===== config.mk =====
export PLATFORM = sky130hd
export DESIGN_NAME = glk_top
export DESIGN_NICKNAME = d
export VERILOG_FILES = /design/src/rtl/glk_pkg.sv /design/src/rtl/glk_pick.sv /design/src/rtl/glk_ctrl.sv /design/src/rtl/glk_boost.sv /design/src/rtl/glk_top.sv
export SDC_FILE = /design/constraint.sdc
export NUM_CORES = 1
export LEC_CHECK = 0
export BUFFER_PORTS_ARGS = -buffer_cell sky130_fd_sc_hd__buf_2
export CORE_MARGIN = 2
export CORE_UTILIZATION = 44
export CTS_BUF_LIST = sky130_fd_sc_hd__clkbuf_4 sky130_fd_sc_hd__clkbuf_8
export CTS_CLUSTER_DIAMETER = 40
export DETAILED_ROUTE_END_ITERATION = 12
export GPL_ROUTABILITY_DRIVEN = 0
export GPL_TIMING_DRIVEN = 0
export PLACE_DENSITY = 0.84
export SYNTH_ARGS = -nofsm -noshare
export SYNTH_HDL_FRONTEND = slang
export SYNTH_SLANG_ARGS = --single-unit

===== constraint.sdc =====
create_clock -name clk -period 1.5 [get_ports clk]
set_clock_uncertainty 0.15 [all_clocks]
set_input_delay 0.15 -clock clk [delete_from_list [all_inputs] [get_ports clk]]
set_output_delay 0.15 -clock clk [all_outputs]
set_load 0.05 [all_outputs]

===== src/rtl/glk_pkg.sv =====
package glk_pkg;
  // bits needed to name one processor
  function automatic int unsigned id_width(input int unsigned n);
    return (n < 2) ? 1 : $clog2(n);
  endfunction
endpackage


===== src/rtl/glk_pick.sv =====
// Lowest-index selector: lowest ID is the highest priority.
module glk_pick #(
  parameter int unsigned N = 4,
  parameter int unsigned W = 2
) (
  input  logic [N-1:0] vec_i,
  output logic         any_o,
  output logic [W-1:0] idx_o,
  output logic [N-1:0] oh_o
);
  always_comb begin
    idx_o = '0;
    for (int i = N - 1; i >= 0; i--) begin
      if (vec_i[i]) idx_o = W'(i);
    end
  end

  assign any_o = |vec_i;
  assign oh_o  = vec_i & (~vec_i + N'(1));
endmodule


===== src/rtl/glk_ctrl.sv =====
// Ownership and waiting-set state of the global lock.
module glk_ctrl #(
  parameter int unsigned N = 4,
  parameter int unsigned W = 2
) (
  input  logic         clk,
  input  logic         rst_n,
  input  logic [N-1:0] req_i,
  input  logic [N-1:0] rel_i,
  output logic         own_vld_o,
  output logic [W-1:0] own_id_o,
  output logic [N-1:0] own_oh_o,
  output logic [N-1:0] wait_o,
  output logic         err_o
);
  logic         own_vld_q, own_vld_d;
  logic [W-1:0] own_id_q,  own_id_d;
  logic [N-1:0] wait_q,    wait_d;
  logic         err_q,     err_d;
  logic [N-1:0] own_oh, cand, pk_oh;
  logic [W-1:0] pk_idx;
  logic         pk_any, hold_rel, st_en;

  assign own_oh = own_vld_q ? (N'(1) << own_id_q) : '0;
  // the holder's own request never competes
  assign cand     = req_i & ~own_oh;
  assign hold_rel = |(rel_i & own_oh);

  glk_pick #(.N(N), .W(W)) cand_pick_i (
    .vec_i (cand),
    .any_o (pk_any),
    .idx_o (pk_idx),
    .oh_o  (pk_oh)
  );

  // next-state process
  always_comb begin
    own_vld_d = own_vld_q;
    own_id_d  = own_id_q;
    wait_d    = cand;
    err_d     = |(rel_i & ~own_oh);
    if (!own_vld_q || hold_rel) begin
      if (pk_any) begin
        own_vld_d = 1'b1;
        own_id_d  = pk_idx;
        wait_d    = cand & ~pk_oh;
      end else begin
        own_vld_d = 1'b0;
        wait_d    = '0;
      end
    end
  end

  // clock enable: only when something can move
  assign st_en = (|req_i) | (|rel_i) | (|wait_q) | err_q;

  always_ff @(posedge clk or negedge rst_n) begin
    if (!rst_n) begin
      own_vld_q <= 1'b0;
      own_id_q  <= '0;
      wait_q    <= '0;
      err_q     <= 1'b0;
    end else if (st_en) begin
      own_vld_q <= own_vld_d;
      own_id_q  <= own_id_d;
      wait_q    <= wait_d;
      err_q     <= err_d;
    end
  end

  assign own_vld_o = own_vld_q;
  assign own_id_o  = own_id_q;
  assign own_oh_o  = own_oh;
  assign wait_o    = wait_q;
  assign err_o     = err_q;


  no_orphan_wait_chk: assert property (@(posedge clk) disable iff (!rst_n)
    !own_vld_q |-> (wait_q == '0));

  holder_not_waiting_chk: assert property (@(posedge clk) disable iff (!rst_n)
    (wait_q & own_oh) == '0);

  free_grant_lowest_chk: assert property (@(posedge clk) disable iff (!rst_n)
    (!own_vld_q && (|req_i)) |=> (own_vld_q &&
      (($past(req_i) & ((N'(1) << own_id_q) - N'(1))) == '0) &&
      (|($past(req_i) & own_oh))));

  handover_chk: assert property (@(posedge clk) disable iff (!rst_n)
    (own_vld_q && hold_rel && (|cand)) |=> (own_vld_q && own_id_q != $past(own_id_q)));

  stray_release_chk: assert property (@(posedge clk) disable iff (!rst_n)
    (own_vld_q && !hold_rel && (|rel_i)) |=> (err_q && own_vld_q && $stable(own_id_q)));
endmodule


===== src/rtl/glk_boost.sv =====
// Priority inheritance: the holder takes the most urgent waiter's priority.
module glk_boost #(
  parameter int unsigned N = 4,
  parameter int unsigned W = 2
) (
  input  logic           own_vld_i,
  input  logic [W-1:0]   own_id_i,
  input  logic [N-1:0]   wait_i,
  output logic [N*W-1:0] eff_o
);
  logic         w_any;
  logic [W-1:0] w_idx, boosted;
  logic [N-1:0] w_oh;

  glk_pick #(.N(N), .W(W)) wait_pick_i (
    .vec_i (wait_i),
    .any_o (w_any),
    .idx_o (w_idx),
    .oh_o  (w_oh)
  );

  assign boosted = (w_any && (w_idx < own_id_i)) ? w_idx : own_id_i;

  for (genvar k = 0; k < N; k++) begin : g_eff
    assign eff_o[k*W +: W] = (own_vld_i && (own_id_i == W'(k))) ? boosted : W'(k);

    always_comb begin
      eff_bound_chk: assert (eff_o[k*W +: W] <= W'(k));
    end
  end
endmodule


===== src/rtl/glk_top.sv =====
module glk_top #(
  parameter int unsigned NCPU = 4,
  localparam int unsigned W   = glk_pkg::id_width(NCPU)
) (
  input  logic              clk,
  input  logic              rst_n,
  input  logic [NCPU-1:0]   req_i,
  input  logic [NCPU-1:0]   rel_i,
  output logic [NCPU-1:0]   grant_o,
  output logic [NCPU-1:0]   reject_o,
  output logic [NCPU-1:0]   inhibit_o,
  output logic [NCPU*W-1:0] eff_prio_o,
  output logic              rel_err_o
);
  logic [1:0]      rst_sync_q;
  logic            rst_int_n;
  logic            own_vld;
  logic [W-1:0]    own_id;
  logic [NCPU-1:0] own_oh, wait_set;

  // asynchronous assert, synchronous release
  always_ff @(posedge clk or negedge rst_n) begin
    if (!rst_n) rst_sync_q <= 2'b00;
    else        rst_sync_q <= {rst_sync_q[0], 1'b1};
  end
  assign rst_int_n = rst_sync_q[1];

  glk_ctrl #(.N(NCPU), .W(W)) ctrl_i (
    .clk       (clk),
    .rst_n     (rst_int_n),
    .req_i     (req_i),
    .rel_i     (rel_i),
    .own_vld_o (own_vld),
    .own_id_o  (own_id),
    .own_oh_o  (own_oh),
    .wait_o    (wait_set),
    .err_o     (rel_err_o)
  );

  glk_boost #(.N(NCPU), .W(W)) boost_i (
    .own_vld_i (own_vld),
    .own_id_i  (own_id),
    .wait_i    (wait_set),
    .eff_o     (eff_prio_o)
  );

  assign grant_o   = own_oh;
  assign inhibit_o = own_oh;
  assign reject_o  = wait_set;


  one_holder_chk: assert property (@(posedge clk) disable iff (!rst_int_n)
    $onehot0(grant_o));

  wait_has_holder_chk: assert property (@(posedge clk) disable iff (!rst_int_n)
    (|reject_o) |-> (|grant_o));

  withdraw_clears_chk: assert property (@(posedge clk) disable iff (!rst_int_n)
    (own_vld && !(|(rel_i & own_oh)) && (req_i == '0)) |=> (reject_o == '0));
endmodule


==> impl_metrics.env, run 1 <==
export IMPL_status="stopped before the end"
export IMPL_failing_step="4_1_cts"
export IMPL_tool_error="[ERROR DPL-0038] Utilization greater than 100%, impossible to legalize"
export IMPL_ios=31
export IMPL_syn_mean_instance_area_sq_um=7.82
export IMPL_io_buffers=30
export IMPL_cts_sinks=10
export IMPL_dieHeight_um=44.6
export IMPL_synthesis_area_sq_um=727
export IMPL_yosysTopAreaCell="dfrtp_1"
export IMPL_seq_area_frac_synth=0.344
export IMPL_h_tree_depth=1
export IMPL_start_util=0.477
export IMPL_root_buffer="clkbuf_4"
export IMPL_ys_seq_elements=10
export IMPL_syn_inst=93
export IMPL_ys_types=27
export IMPL_yosys_top_cells_area="dfrtp_1 34%, a21oi_1 6.2%, nor2_1 5.7%"
export IMPL_rows=14
export IMPL_dp_hpwl_mm=1.61
export IMPL_synth_edf_count=0
export IMPL_syn_nets=104
export IMPL_numCtsBuffers=3
export IMPL_dp_slack_ns=-0.638
export IMPL_hold_buffers=2
export IMPL_die_w_um=44.6
export IMPL_ys_flop_type="dfrtp_1"
export IMPL_yosys_warnings=0
export IMPL_async_reset_ff_frac=1.00
export IMPL_postCtsSetupRepairBufs=22
export IMPL_cts_buffer_depth=2
export IMPL_synth_top_area_frac=0.344
export IMPL_cts_resized_gates=62
==> stage by stage <==
stage	area [sq um]	utilization	cells
3_3_place_gp	1070	0.704	139
2_1_floorplan	902	-	93
3_5_place_dp	1070	0.704	139
==> synth_stat cells, types with 2 or more instances <==
cell,n
o21ai_0,2
a21oi_1,9
mux2i_1,3
inv_1,9
buf_4,4
nand2b_1,4
dfrtp_1,10
a22oi_1,2
nor2_1,11
nor3_1,4
nand3_1,4
o22ai_1,2
nor2b_1,5
nor4_1,2
nand2_1,10
==> kinds of logic after synthesis <==
logic type,synth area share
compound gates,0.200
fa+ha+maj,0.0172
buf+inv,0.0947
flops,0.344
mux,0.0620
other cells,0.00516
simple gates,0.277
==> inputs of run 2 (changes only) <==
--- a/config.mk
+++ b/config.mk
@@ -6,14 +6,12 @@
 export NUM_CORES = 1
 export LEC_CHECK = 0
 export BUFFER_PORTS_ARGS = -buffer_cell sky130_fd_sc_hd__buf_2
-export CORE_MARGIN = 2
-export CORE_UTILIZATION = 44
-export CTS_BUF_LIST = sky130_fd_sc_hd__clkbuf_4 sky130_fd_sc_hd__clkbuf_8
-export CTS_CLUSTER_DIAMETER = 40
+export CORE_AREA = 2 2 63 65
 export DETAILED_ROUTE_END_ITERATION = 12
+export DIE_AREA = 0 0 65 67
 export GPL_ROUTABILITY_DRIVEN = 0
 export GPL_TIMING_DRIVEN = 0
-export PLACE_DENSITY = 0.84
+export PLACE_DENSITY_LB_ADDON = 0.15
 export SYNTH_ARGS = -nofsm -noshare
 export SYNTH_HDL_FRONTEND = slang
 export SYNTH_SLANG_ARGS = --single-unit
==> constraint.sdc (replaced) <==
create_clock -name clk -period 2 [get_ports clk]
set_clock_uncertainty 0.15 [all_clocks]
set_input_delay 0.2 -clock clk [delete_from_list [all_inputs] [get_ports clk]]
set_output_delay 0.2 -clock clk [all_outputs]
set_load 0.05 [all_outputs]
==> run 2 against run 1 <==
  * The flow now finishes, with violations (setup timing)
  * Synthesized area unchanged
  * Synthesized cell count unchanged
==> impl_metrics.env, run 2 <==
export IMPL_dp_cells=171
export IMPL_yosysTopAreaCell="dfrtp_1"
export IMPL_dr_first_iter_drc_count=41
export IMPL_ys_seq_elements=10
export IMPL_final_cells=186
export IMPL_dp_hpwl_mm=1.76
export IMPL_rows=22
export IMPL_synth_top_area_frac=0.344
export IMPL_regArea_sq_um=259
export IMPL_crit_type="reg -> out"
export IMPL_syn_mean_instance_area_sq_um=7.82
export IMPL_vias=839
export IMPL_rsz0062_at_grt="true"
export IMPL_fmax_mhz=484
export IMPL_syn_inst=93
export IMPL_setup_violations=2
export IMPL_syn_nets=104
export IMPL_n_fill_cell=384
export IMPL_drtPass1Iterations=4
export IMPL_final_cell_mix="26 x buf_2, 13 x buf_4, 10 x nand2_1, 8 x a21oi_1"
export IMPL_ys_types=27
export IMPL_synth_edf_count=0
export IMPL_hold_viol=0
export IMPL_startpoint_type="flip-flop"
export IMPL_ys_flop_type="dfrtp_1"
export IMPL_crit_required_ns=1.65
export IMPL_seq_area_frac_synth=0.344
export IMPL_clk_pin_slew_worst_paths_ns=0.04
export IMPL_dp_slack_ns=-0.223
export IMPL_status="complete, but fails checks"
export IMPL_yosys_warnings=0
export IMPL_die_area_sq_um=4360
export IMPL_root_buffer="clkbuf_8"
export IMPL_crit_path_end_kind="primary output"
export IMPL_mostFrequentLayoutCell="buf_2"
export IMPL_ys_top_cells_by_count="11 x nor2_1, 10 x dfrtp_1, 10 x nand2_1"
export IMPL_clock_latency_ns=0.24
export IMPL_largest_register_ffs=4
export IMPL_multi_input_area_sq_um=538
export IMPL_hp_class="in -> reg"
export IMPL_fin_crit_ns=2.07
export IMPL_h_tree_depth=1
export IMPL_antenna_found_initial=0
export IMPL_cts_tree="built"
export IMPL_io_buffers=30
export IMPL_viasPerCell=4.51
export IMPL_numCtsBuffers=3
export IMPL_grt_pass1_vias=812
export IMPL_period_share=1.03
export IMPL_ios=31
export IMPL_hold_depth=3
export IMPL_ant_nets=0
export IMPL_grt_max_degree=11
export IMPL_violations="setup timing"
export IMPL_area_delta_synth_final_pct=71.8
export IMPL_die_w_um=65
export IMPL_async_reset_ff_frac=1.00
export IMPL_wl_per_cell_um=12.1
export IMPL_timing_final_ws_setup_ns=-0.0660
export IMPL_maxCapViolations=0
export IMPL_drt_wl_total_mm=2.25
export IMPL_grt_usage=0.111
export IMPL_cts_buffer_depth=2
export IMPL_maxSlewViolCount=0
export IMPL_synthesis_area_sq_um=727
export IMPL_drive_above_1_share=0.543
export IMPL_drc=0
export IMPL_placed_area_sq_um=1020
export IMPL_dieHeight_um=67
export IMPL_grt_pass1_wl_mm=3.68
export IMPL_diodes=0
export IMPL_cp_arrival_ns=1.72
export IMPL_yosys_top_cells_area="dfrtp_1 34%, a21oi_1 6.2%, nor2_1 5.7%"
export IMPL_design_area_sq_um=1250
export IMPL_yosysMostFrequentCell="nor2_1"
export IMPL_path_max_fanout=5
export IMPL_nNetsFinal=150
export IMPL_r2r_setup_slack_ns=0.08
export IMPL_reg2reg_depth=7
export IMPL_cts_sinks=10
export IMPL_core_sq_um=3610
export IMPL_start_util=0.202
export IMPL_grt_overflow=0
## run 2: cell counts after synthesis
No cell type changed its count.
## run 2: worst paths after layout
path | start | to
min in group asynchronous | rst_n | rst_sync_q[1]$_DFF_PN0_
min reg2reg | rst_sync_q[0]$_DFF_PN0_ | rst_sync_q[1]$_DFF_PN0_
max | ctrl_i.wait_o[3]$_DFFE_PN0P_ | eff_prio_o[4]
max in group asynchronous | rst_sync_q[1]$_DFF_PN0_ | ctrl_i.wait_o[1]$_DFFE_PN0P_
min | req_i[3] | ctrl_i.wait_o[3]$_DFFE_PN0P_
max reg2reg | ctrl_i.wait_o[2]$_DFFE_PN0P_ | ctrl_i.own_id_o[0]$_DFFE_PN0P_
## run 2: final cells by class
| type | count | area share |
|---|---|---|
| buffer | 5 | 0.0301 |
| inverter | 9 | 0.0291 |
| timing repair buffer | 41 | 0.210 |
| multi-input combinational | 69 | 0.431 |
| sequential | 10 | 0.207 |
| tap | 48 | 0.0481 |
| clock buffer | 4 | 0.0441 |
## run 2: cells by family (layout without fill, tap and decap cells)
group | Yosys count | after routing | share of synthesized area
adders and majority gates | 1 | 1 | 0.0172
buffers and inverters | 14 | 59 | 0.0947
AOI/OAI and AO/OA | 21 | 21 | 0.200
DFF | 10 | 10 | 0.344
muxes | 4 | 4 | 0.0620
other | 1 | 1 | 0.00516
and+or+nand+nor | 42 | 42 | 0.277
## run 2: routing by layer
layer,track usage,up-vias,part of all wire
met5,0,-,0
met3,0.0152,4,0.081
li1,-,411,-
met1,0.126,386,0.41
met4,0.0559,0,0.015
met2,0.202,38,0.49
## run 2: worst max-delay path, stage by stage, from the launching register on
cell and delay, ns:
dfrtp_2 0.38, nor2_4 0.05, nor3_4 0.20, ha_4 0.17, inv_4 0.05, a22oi_2 0.15
o22ai_2 0.13, nor4_4 0.16, buf_6 0.19
## run 2: per-stage QoR
stage               TNS (ns)  utilization  hold WS, ns
floorplan              -1.17            -       -0.246
global placement      -0.285        0.282       -0.164
detailed placement    -0.295        0.282       -0.161
CTS                  -0.0806        0.330       0.0815
global route          -0.471        0.346       0.0856
finish                -0.122        0.346       0.0892
## run 2: repair_timing
action | in CTS | in global routing
pin swaps | 4 | 3
hold endpoints to repair | 10 | 0
endpoints found under the setup margin | 7 | 10
hold buffers | 2 | 0
buffers inserted | 6 | 3
resized for setup | 15 | 8
Power of run 2 is left out: the tool's default activity adds up to more than one toggle a clock period on the data nets, which glitch-free logic cannot reach.
